$ cat config.mk
export PLATFORM = sky130hd
export DESIGN_NAME = prio_sched_guard
export DESIGN_NICKNAME = d
export VERILOG_FILES = /design/src/rtl/sched_chk_pkg.sv /design/src/rtl/task_set_store.sv /design/src/rtl/rr_prio_picker.sv /design/src/rtl/kernel_seq_watch.sv /design/src/rtl/prio_sched_guard.sv
export SDC_FILE = /design/constraint.sdc
export NUM_CORES = 1
export LEC_CHECK = 0
export BUFFER_PORTS_ARGS = -buffer_cell sky130_fd_sc_hd__buf_2
export CAP_MARGIN = 25
export CORE_UTILIZATION = 65
export CTS_BUF_LIST = sky130_fd_sc_hd__clkbuf_8
export CTS_CLUSTER_DIAMETER = 100
export DETAILED_ROUTE_END_ITERATION = 16
export GPL_ROUTABILITY_DRIVEN = 0
export GPL_TIMING_DRIVEN = 1
export PLACE_DENSITY = 0.87
export SLEW_MARGIN = 20
export SYNTH_ARGS = -nofsm -noshare
export SYNTH_HDL_FRONTEND = slang
export SYNTH_SLANG_ARGS = --single-unit
$ cat constraint.sdc
create_clock -name clk -period 26.3 [get_ports clk]
set_input_delay 1.315 -clock clk [delete_from_list [all_inputs] [get_ports clk]]
set_output_delay 1.315 -clock clk [all_outputs]
set_load 0.005 [all_outputs]
$ cat src/rtl/sched_chk_pkg.sv
package sched_chk_pkg;

  typedef enum logic [2:0] {
    EV_RUN     = 3'd0,
    EV_TICK    = 3'd1,
    EV_IRQ     = 3'd2,
    EV_ISR     = 3'd3,
    EV_SCHED   = 3'd4,
    EV_LISTUPD = 3'd5,
    EV_SEMBLK  = 3'd6,
    EV_SEMWAKE = 3'd7
  } ev_e;

  typedef enum logic [3:0] {
    ERR_NONE       = 4'd0,
    ERR_BLK_RUNS   = 4'd1,
    ERR_UNKNOWN    = 4'd2,
    ERR_NOT_TOP    = 4'd3,
    ERR_TICK_LOST  = 4'd4,
    ERR_SCHED_BARE = 4'd5,
    ERR_IRQ_LOST   = 4'd6,
    ERR_ISR_BARE   = 4'd7,
    ERR_NO_UPDATE  = 4'd8,
    ERR_UPD_BARE   = 4'd9
  } err_e;

endpackage

$ cat src/rtl/task_set_store.sv
// Presence store: one bit per task, searched in parallel by task number.
module task_set_store #(
  parameter int N  = 14,
  parameter int TW = 4
) (
  input  logic          clk,
  input  logic          rst_n,
  input  logic          load,
  input  logic [N-1:0]  load_val,
  input  logic          set_en,
  input  logic [TW-1:0] set_idx,
  input  logic          clr_en,
  input  logic [TW-1:0] clr_idx,
  output logic [N-1:0]  present
);

  for (genvar i = 0; i < N; i++) begin : g_slot
    always_ff @(posedge clk) begin
      if (!rst_n)                                present[i] <= 1'b0;
      else if (load)                             present[i] <= load_val[i];
      else if (set_en && (set_idx == TW'(i)))    present[i] <= 1'b1;
      else if (clr_en && (clr_idx == TW'(i)))    present[i] <= 1'b0;
    end
  end

endmodule

$ cat src/rtl/rr_prio_picker.sv
// Highest ready priority, rotating among equals from the task after 'last'.
module rr_prio_picker #(
  parameter int N  = 14,
  parameter int TW = 4,
  parameter int PW = 3
) (
  input  logic [N-1:0]         ready,
  input  logic [N-1:0][PW-1:0] prio,
  input  logic [TW-1:0]        last,
  output logic [TW-1:0]        pick
);

  logic [PW-1:0] top_prio;
  logic [N-1:0]  cand;

  always_comb begin
    top_prio = '0;
    for (int i = 0; i < N; i++)
      if (ready[i] && (prio[i] > top_prio)) top_prio = prio[i];
  end

  for (genvar i = 0; i < N; i++) begin : g_cand
    assign cand[i] = ready[i] && (prio[i] == top_prio);
  end

  always_comb begin
    logic found;
    int   idx;
    found = 1'b0;
    pick  = last;
    for (int k = 1; k <= N; k++) begin
      idx = int'(last) + k;
      if (idx >= N) idx = idx - N;
      if (!found && cand[idx]) begin
        pick  = TW'(idx);
        found = 1'b1;
      end
    end
  end

endmodule

$ cat src/rtl/kernel_seq_watch.sv
// Tracks which kernel events are owed a follow-up and flags broken pairings.
module kernel_seq_watch
  import sched_chk_pkg::*;
(
  input  logic clk,
  input  logic rst_n,
  input  logic clear,
  input  logic acc,
  input  ev_e  code,
  output err_e seq_err
);

  logic tick_p, sync_p, irq_p, upd_p;

  always_comb begin
    seq_err = ERR_NONE;
    if (acc) begin
      unique case (code)
        EV_TICK:    if (tick_p) seq_err = ERR_TICK_LOST;
        EV_SCHED:   if (!(tick_p || sync_p)) seq_err = ERR_SCHED_BARE;
                    else if (upd_p)         seq_err = ERR_NO_UPDATE;
        EV_LISTUPD: if (!upd_p) seq_err = ERR_UPD_BARE;
        EV_IRQ:     if (irq_p)  seq_err = ERR_IRQ_LOST;
        EV_ISR:     if (!irq_p) seq_err = ERR_ISR_BARE;
        default:    seq_err = ERR_NONE;
      endcase
    end
  end

  always_ff @(posedge clk) begin
    if (!rst_n || clear) begin
      tick_p <= 1'b0;
      sync_p <= 1'b0;
      irq_p  <= 1'b0;
      upd_p  <= 1'b0;
    end else if (acc) begin
      unique case (code)
        EV_TICK:    tick_p <= 1'b1;
        EV_SCHED: begin
          tick_p <= 1'b0;
          sync_p <= 1'b0;
          upd_p  <= 1'b1;
        end
        EV_LISTUPD: upd_p  <= 1'b0;
        EV_IRQ:     irq_p  <= 1'b1;
        EV_ISR:     irq_p  <= 1'b0;
        EV_SEMBLK,
        EV_SEMWAKE: sync_p <= 1'b1;
        default: ;
      endcase
    end
  end

endmodule

$ cat src/rtl/prio_sched_guard.sv
module prio_sched_guard
  import sched_chk_pkg::*;
#(
  parameter int NTASK = 14,
  parameter int PW    = 3,
  localparam int TW   = $clog2(NTASK)
) (
  input  logic          clk,
  input  logic          rst_n,
  input  logic          start,
  input  logic          cfg_we,
  input  logic [TW-1:0] cfg_task,
  input  logic [PW-1:0] cfg_prio,
  input  logic          ev_valid,
  output logic          ev_ready,
  input  logic [2:0]    ev_code,
  input  logic [TW-1:0] ev_task,
  output logic          err_flag,
  output logic [3:0]    err_code
);

  localparam logic [NTASK-1:0] ONE_HOT0 = NTASK'(1);

  logic                        active;
  logic [NTASK-1:0][PW-1:0]    prio_q;
  logic [NTASK-1:0]            cfg_ok;
  logic [NTASK-1:0]            rdy_set, blk_set;
  logic [TW-1:0]               running;
  logic [TW-1:0]               pick;
  logic                        acc;
  ev_e                         code;
  logic                        t_rdy, t_blk;
  err_e                        task_err, seq_err, new_err;

  assign ev_ready = active;
  assign acc      = ev_valid && active;
  assign code     = ev_e'(ev_code);

  always_ff @(posedge clk) begin
    if (!rst_n)     active <= 1'b0;
    else if (start) active <= 1'b1;
  end

  // Priority table; slot 0 is the idle task, pinned to priority 0.
  for (genvar i = 0; i < NTASK; i++) begin : g_prio
    if (i == 0) begin : g_idle
      assign prio_q[i] = '0;
      assign cfg_ok[i] = 1'b1;
    end else begin : g_app
      always_ff @(posedge clk) begin
        if (!rst_n) begin
          prio_q[i] <= '0;
          cfg_ok[i] <= 1'b0;
        end else if (cfg_we && (cfg_task == TW'(i))) begin
          prio_q[i] <= cfg_prio;
          cfg_ok[i] <= 1'b1;
        end
      end
    end
  end

  assign t_rdy = |(rdy_set & (ONE_HOT0 << ev_task));
  assign t_blk = |(blk_set & (ONE_HOT0 << ev_task));

  // Set movements
  logic blk_move, wake_move;
  assign blk_move  = acc && (code == EV_SEMBLK) && (running != '0);
  assign wake_move = acc && (code == EV_SEMWAKE) && t_blk;

  task_set_store #(.N(NTASK), .TW(TW)) u_ready_set (
    .clk(clk), .rst_n(rst_n),
    .load(start), .load_val(cfg_ok),
    .set_en(wake_move), .set_idx(ev_task),
    .clr_en(blk_move),  .clr_idx(running),
    .present(rdy_set)
  );

  task_set_store #(.N(NTASK), .TW(TW)) u_blocked_set (
    .clk(clk), .rst_n(rst_n),
    .load(start), .load_val('0),
    .set_en(blk_move),  .set_idx(running),
    .clr_en(wake_move), .clr_idx(ev_task),
    .present(blk_set)
  );

  rr_prio_picker #(.N(NTASK), .TW(TW), .PW(PW)) u_picker (
    .ready(rdy_set), .prio(prio_q), .last(running), .pick(pick)
  );

  kernel_seq_watch u_seq (
    .clk(clk), .rst_n(rst_n), .clear(start),
    .acc(acc), .code(code), .seq_err(seq_err)
  );

  // Task-identity checks for RUN and SCHED
  always_comb begin
    task_err = ERR_NONE;
    if (acc && ((code == EV_RUN) || (code == EV_SCHED))) begin
      if (t_blk)                                  task_err = ERR_BLK_RUNS;
      else if (!t_rdy)                            task_err = ERR_UNKNOWN;
      else if ((code == EV_SCHED) && (ev_task != pick))   task_err = ERR_NOT_TOP;
      else if ((code == EV_RUN) && (ev_task != running))  task_err = ERR_NOT_TOP;
    end
  end

  assign new_err = (task_err != ERR_NONE) ? task_err : seq_err;

  always_ff @(posedge clk) begin
    if (!rst_n || start)
      running <= '0;
    else if (acc && (code == EV_SCHED) && (t_rdy || t_blk))
      running <= ev_task;
  end

  always_ff @(posedge clk) begin
    if (!rst_n) begin
      err_flag <= 1'b0;
      err_code <= ERR_NONE;
    end else if (!err_flag && (new_err != ERR_NONE)) begin
      err_flag <= 1'b1;
      err_code <= new_err;
    end
  end

endmodule

==> impl_summary.txt <==
----------------------------------------------------
[Synthesis]
  Synth unique cells ... 116
  Net count of the mapped netlist ... 1670
  Most used flip-flop cell after synthesis ... sky130_fd_sc_hd__dfxtp_1
  Synthesized netlist cell count ... 1613
  Post-synthesis average cell area ... around 7.2 um^2
  Cell taking the most area after synthesis ... sky130_fd_sc_hd__dfxtp_1
  Portion of the post-synthesis area used by sequential elements ... roughly 16%
  Synth Warn # ... 0
  Post-synth ARST share ... 0%
  Number of flops mapped to enable cells by yosys ... 0
  Mapped Area ... 0.0115 mm^2
  Flops & latches, synth ... between 90 and 100
  Share of the synthesized area in the top cell type ... 16.3%
  Top area cells in the synthesized netlist ... sky130_fd_sc_hd__dfxtp_1 16%, sky130_fd_sc_hd__nand2_1 6.2%, sky130_fd_sc_hd__a21oi_1 4.8%

[Clocking]
  Clock Latency Late Sink ... 0.38 ns
  H-Tree Level Count ... 3
  Maximum buffer depth of the clock tree ... 2
  Sink count of the clock tree ... 94
  Clock slew at the register clock pins of the worst setup and hold paths ... 0.10 ns
  CTS Root Buffer Type ... sky130_fd_sc_hd__clkbuf_8
  Num CTS Buffers ... 9
  Number of cells upsized or downsized after cts ... 0
  CTS Hold Bufs ... 0
  Post-CTS setup buffer count ... 0
  CTS tree ... done

[Timing]
  Hold violation total from the final report ... 0
  Setup repair after global routing missed its margin ... no
  Measured slew at the worst slew-check pin ... 1.21 ns
  Final TNS setup ... 0 ns
  Portion of the clock cycle consumed by the worst path in the final layout ... 81.5%
  Highest clock frequency the design can meet ... 46.7 MHz
  Headroom to the max-slew limit ... between 10% and 20%
  Max-slew violations ... 0
  Setup Viol. Count Final ... 0
  Final clock skew ... between 0.01 and 0.015 ns
  Hold slack final ... between 0.4 and 0.5 ns
  Final critical-path required period ... between 20 and 25 ns

[Final layout]
  Post-layout net count ... 1611
  Commonest cells after routing, fill and taps aside ... 190 x sky130_fd_sc_hd__nand2_1, 132 x sky130_fd_sc_hd__nor2_1, 111 x sky130_fd_sc_hd__a21oi_1
  Fraction of layout cells with a size suffix above 1 ... 9.24%
  Count of antenna diodes in the layout ... 0
  Final cell utilization of the core ... about two thirds
  Layout overhead on the synthesized area ... 2.16%
  Most common cell after layout, fill and taps aside ... sky130_fd_sc_hd__nand2_1

[Critical path]
  Maximum fanout encountered on the critical timing path ... 21
  Critical path data arrival time ... 21.71 ns
  Worst EP required ... about 27 ns
  Sort of element at the end of the critical path ... flip-flop
  Critical Setup Path Class ... flip-flop to flip-flop
  Critical Path Start Type ... flip-flop
  Standard cell with the maximum stage delay on the critical path ... sky130_fd_sc_hd__a221oi_1
  Largest stage delay, worst path ... 0.87 ns

[Global routing]
  Global-route wire length before repair ... 62100 um
  Number of global-route vias before repair ... about 12000
  Global route overflow ... 0
  Number of antenna violations at the first check in global routing ... 0
  Global-route total usage across every layer ... 42.8%
  Pin count of the biggest net entering global routing ... 80

[Detailed routing]
  # DRC ... 0
  Total number of vias ... 13400
  Initial DRT Pass Iterations ... 6
  Antenna-violating nets left ... 0
  Number of DRC markers after the initial detailed-route iteration ... 2168
  Detailed-route wire length per cell ... between 20 and 25 um
  Vias per std cell ... 7.51
  Total wire length ... 39400 um

[Floorplanning]
  Die Height ... ~140 um
  Area inside the core boundary ... 0.0173 mm^2
  Number of rows in the core area ... between 40 and 50
  Count of boundary I/O pins ... 25
  Die span in x ... 135 um
  Starting density of the core ... 66.7%
  Die Outline Area ... 0.0183 mm^2

[Placed design]
  # port buffers ... 24
  Total half-perimeter wirelength after legalization and detailed placement ... 29400 um

[Pwr]
  Leakage dissipation ... slightly above 4 nW
  Worst supply voltage drop on vdd ... 0.0630 mV
  Power density relative to cell area ... 32.7 mW/mm^2

[Status]
  Result of the run ... completed

[Job]
  Max-cap viol count ... 0

[Min path]
  Hold Crit Class ... flip-flop to flip-flop

----------------------------------------------------
-- worst max-delay path, delay by kind of cell (launching register included) --
family                   cells  cell delay [ns]
adder cells (fa/ha/maj)     16             4.56
buffers and inverters        3             0.21
XOR/XNOR                     1             0.32
AND/OR/NAND/NOR             30             4.66
AO/OA/AOI/OAI               38             9.91
flip-flops                   1             0.44
multiplexers                 3             1.16
-- per-layer routing --
metal	GRT usage [%]	wire, um
met5	0	0
met4	23.2	2240
met1	55.9	14700
met3	8.45	5360
met2	66.2	17100
-- cell usage after synthesis (18+ instances only) --
library cell	instances
sky130_fd_sc_hd__xnor2_1	26
sky130_fd_sc_hd__dfxtp_1	94
sky130_fd_sc_hd__and2_1	18
sky130_fd_sc_hd__nor2b_1	35
sky130_fd_sc_hd__a211oi_1	24
sky130_fd_sc_hd__o21a_1	23
sky130_fd_sc_hd__a21boi_0	25
sky130_fd_sc_hd__nand2_1	190
sky130_fd_sc_hd__ha_1	37
sky130_fd_sc_hd__nand4_1	18
sky130_fd_sc_hd__a21oi_1	111
sky130_fd_sc_hd__o211ai_1	18
sky130_fd_sc_hd__nor2_1	132
sky130_fd_sc_hd__nor3_1	45
sky130_fd_sc_hd__mux2_2	19
sky130_fd_sc_hd__o21ai_1	18
sky130_fd_sc_hd__clkbuf_1	78
sky130_fd_sc_hd__o21ai_0	100
sky130_fd_sc_hd__nand3_1	60
sky130_fd_sc_hd__mux2i_1	38
sky130_fd_sc_hd__a31oi_1	40
sky130_fd_sc_hd__inv_1	60
-- state kept, by name, summed over array words and instances (netlist names) --
register	count
cfg_ok	13
err_code	4
err_flag	1
ev_ready	1
prio_q	39
running	4
u_blocked_set.present	14
u_ready_set.present	14
u_seq.irq_p	1
u_seq.sync_p	1
u_seq.tick_p	1
u_seq.upd_p	1
-- final timing paths --
check,slack (ns),cells past startpoint,startpoint,end
worst min-delay path,0.44,2,u_blocked_set.present[0],u_blocked_set.present[0]
worst min register to register,0.44,2,u_blocked_set.present[0],u_blocked_set.present[0]
worst max-delay path,4.87,91,u_ready_set.present[1],err_flag
worst max register to register,4.87,91,u_ready_set.present[1],err_flag
-- where the power goes --
| group | internal (mW) | total, mW | switching, mW |
|---|---|---|---|
| Clock | 0.0549 | 0.109 | 0.0542 |
| Combinational | 0.0458 | 0.126 | 0.0798 |
| Sequential | 0.145 | 0.151 | 0.00623 |
-- cell type report --
class,instances,area [um^2]
Inverter,64,240
Clock inverter,7,101
Clock buffer,9,124
Fill cell,1473,5500
Tap cell,225,282
Timing Repair Buffer,34,195
Multi-Input combinational cell,1351,8970
Sequential cell,94,1880
-- logic make-up (layout without fill, tap and decap cells) --
group                    after synthesis  after routing  share of synthesized area, %
adder cells (fa/ha/maj)               42             42                          4.53
XOR/XNOR                              37             37                          2.81
multiplexers                          64             64                          6.31
AND/OR/NAND/NOR                      628            628                          27.8
flip-flops                            94             94                          16.3
buffers and inverters                168            114                          6.15
AO/OA/AOI/OAI                        580            580                          36.1
-- metrics by stage --
stage,instances,area (um^2),power [mW],setup slack [ns]
floorplan,1613,11500,0.245,8.16
CTS,1784,11800,0.379,5.60
detailed placement,1768,11600,0.272,5.66
global placement,1768,11600,0.269,6.83
finish,1784,11800,0.386,4.87
global route,1784,11800,0.399,3.78
Power figures use the tool's default switching activity.
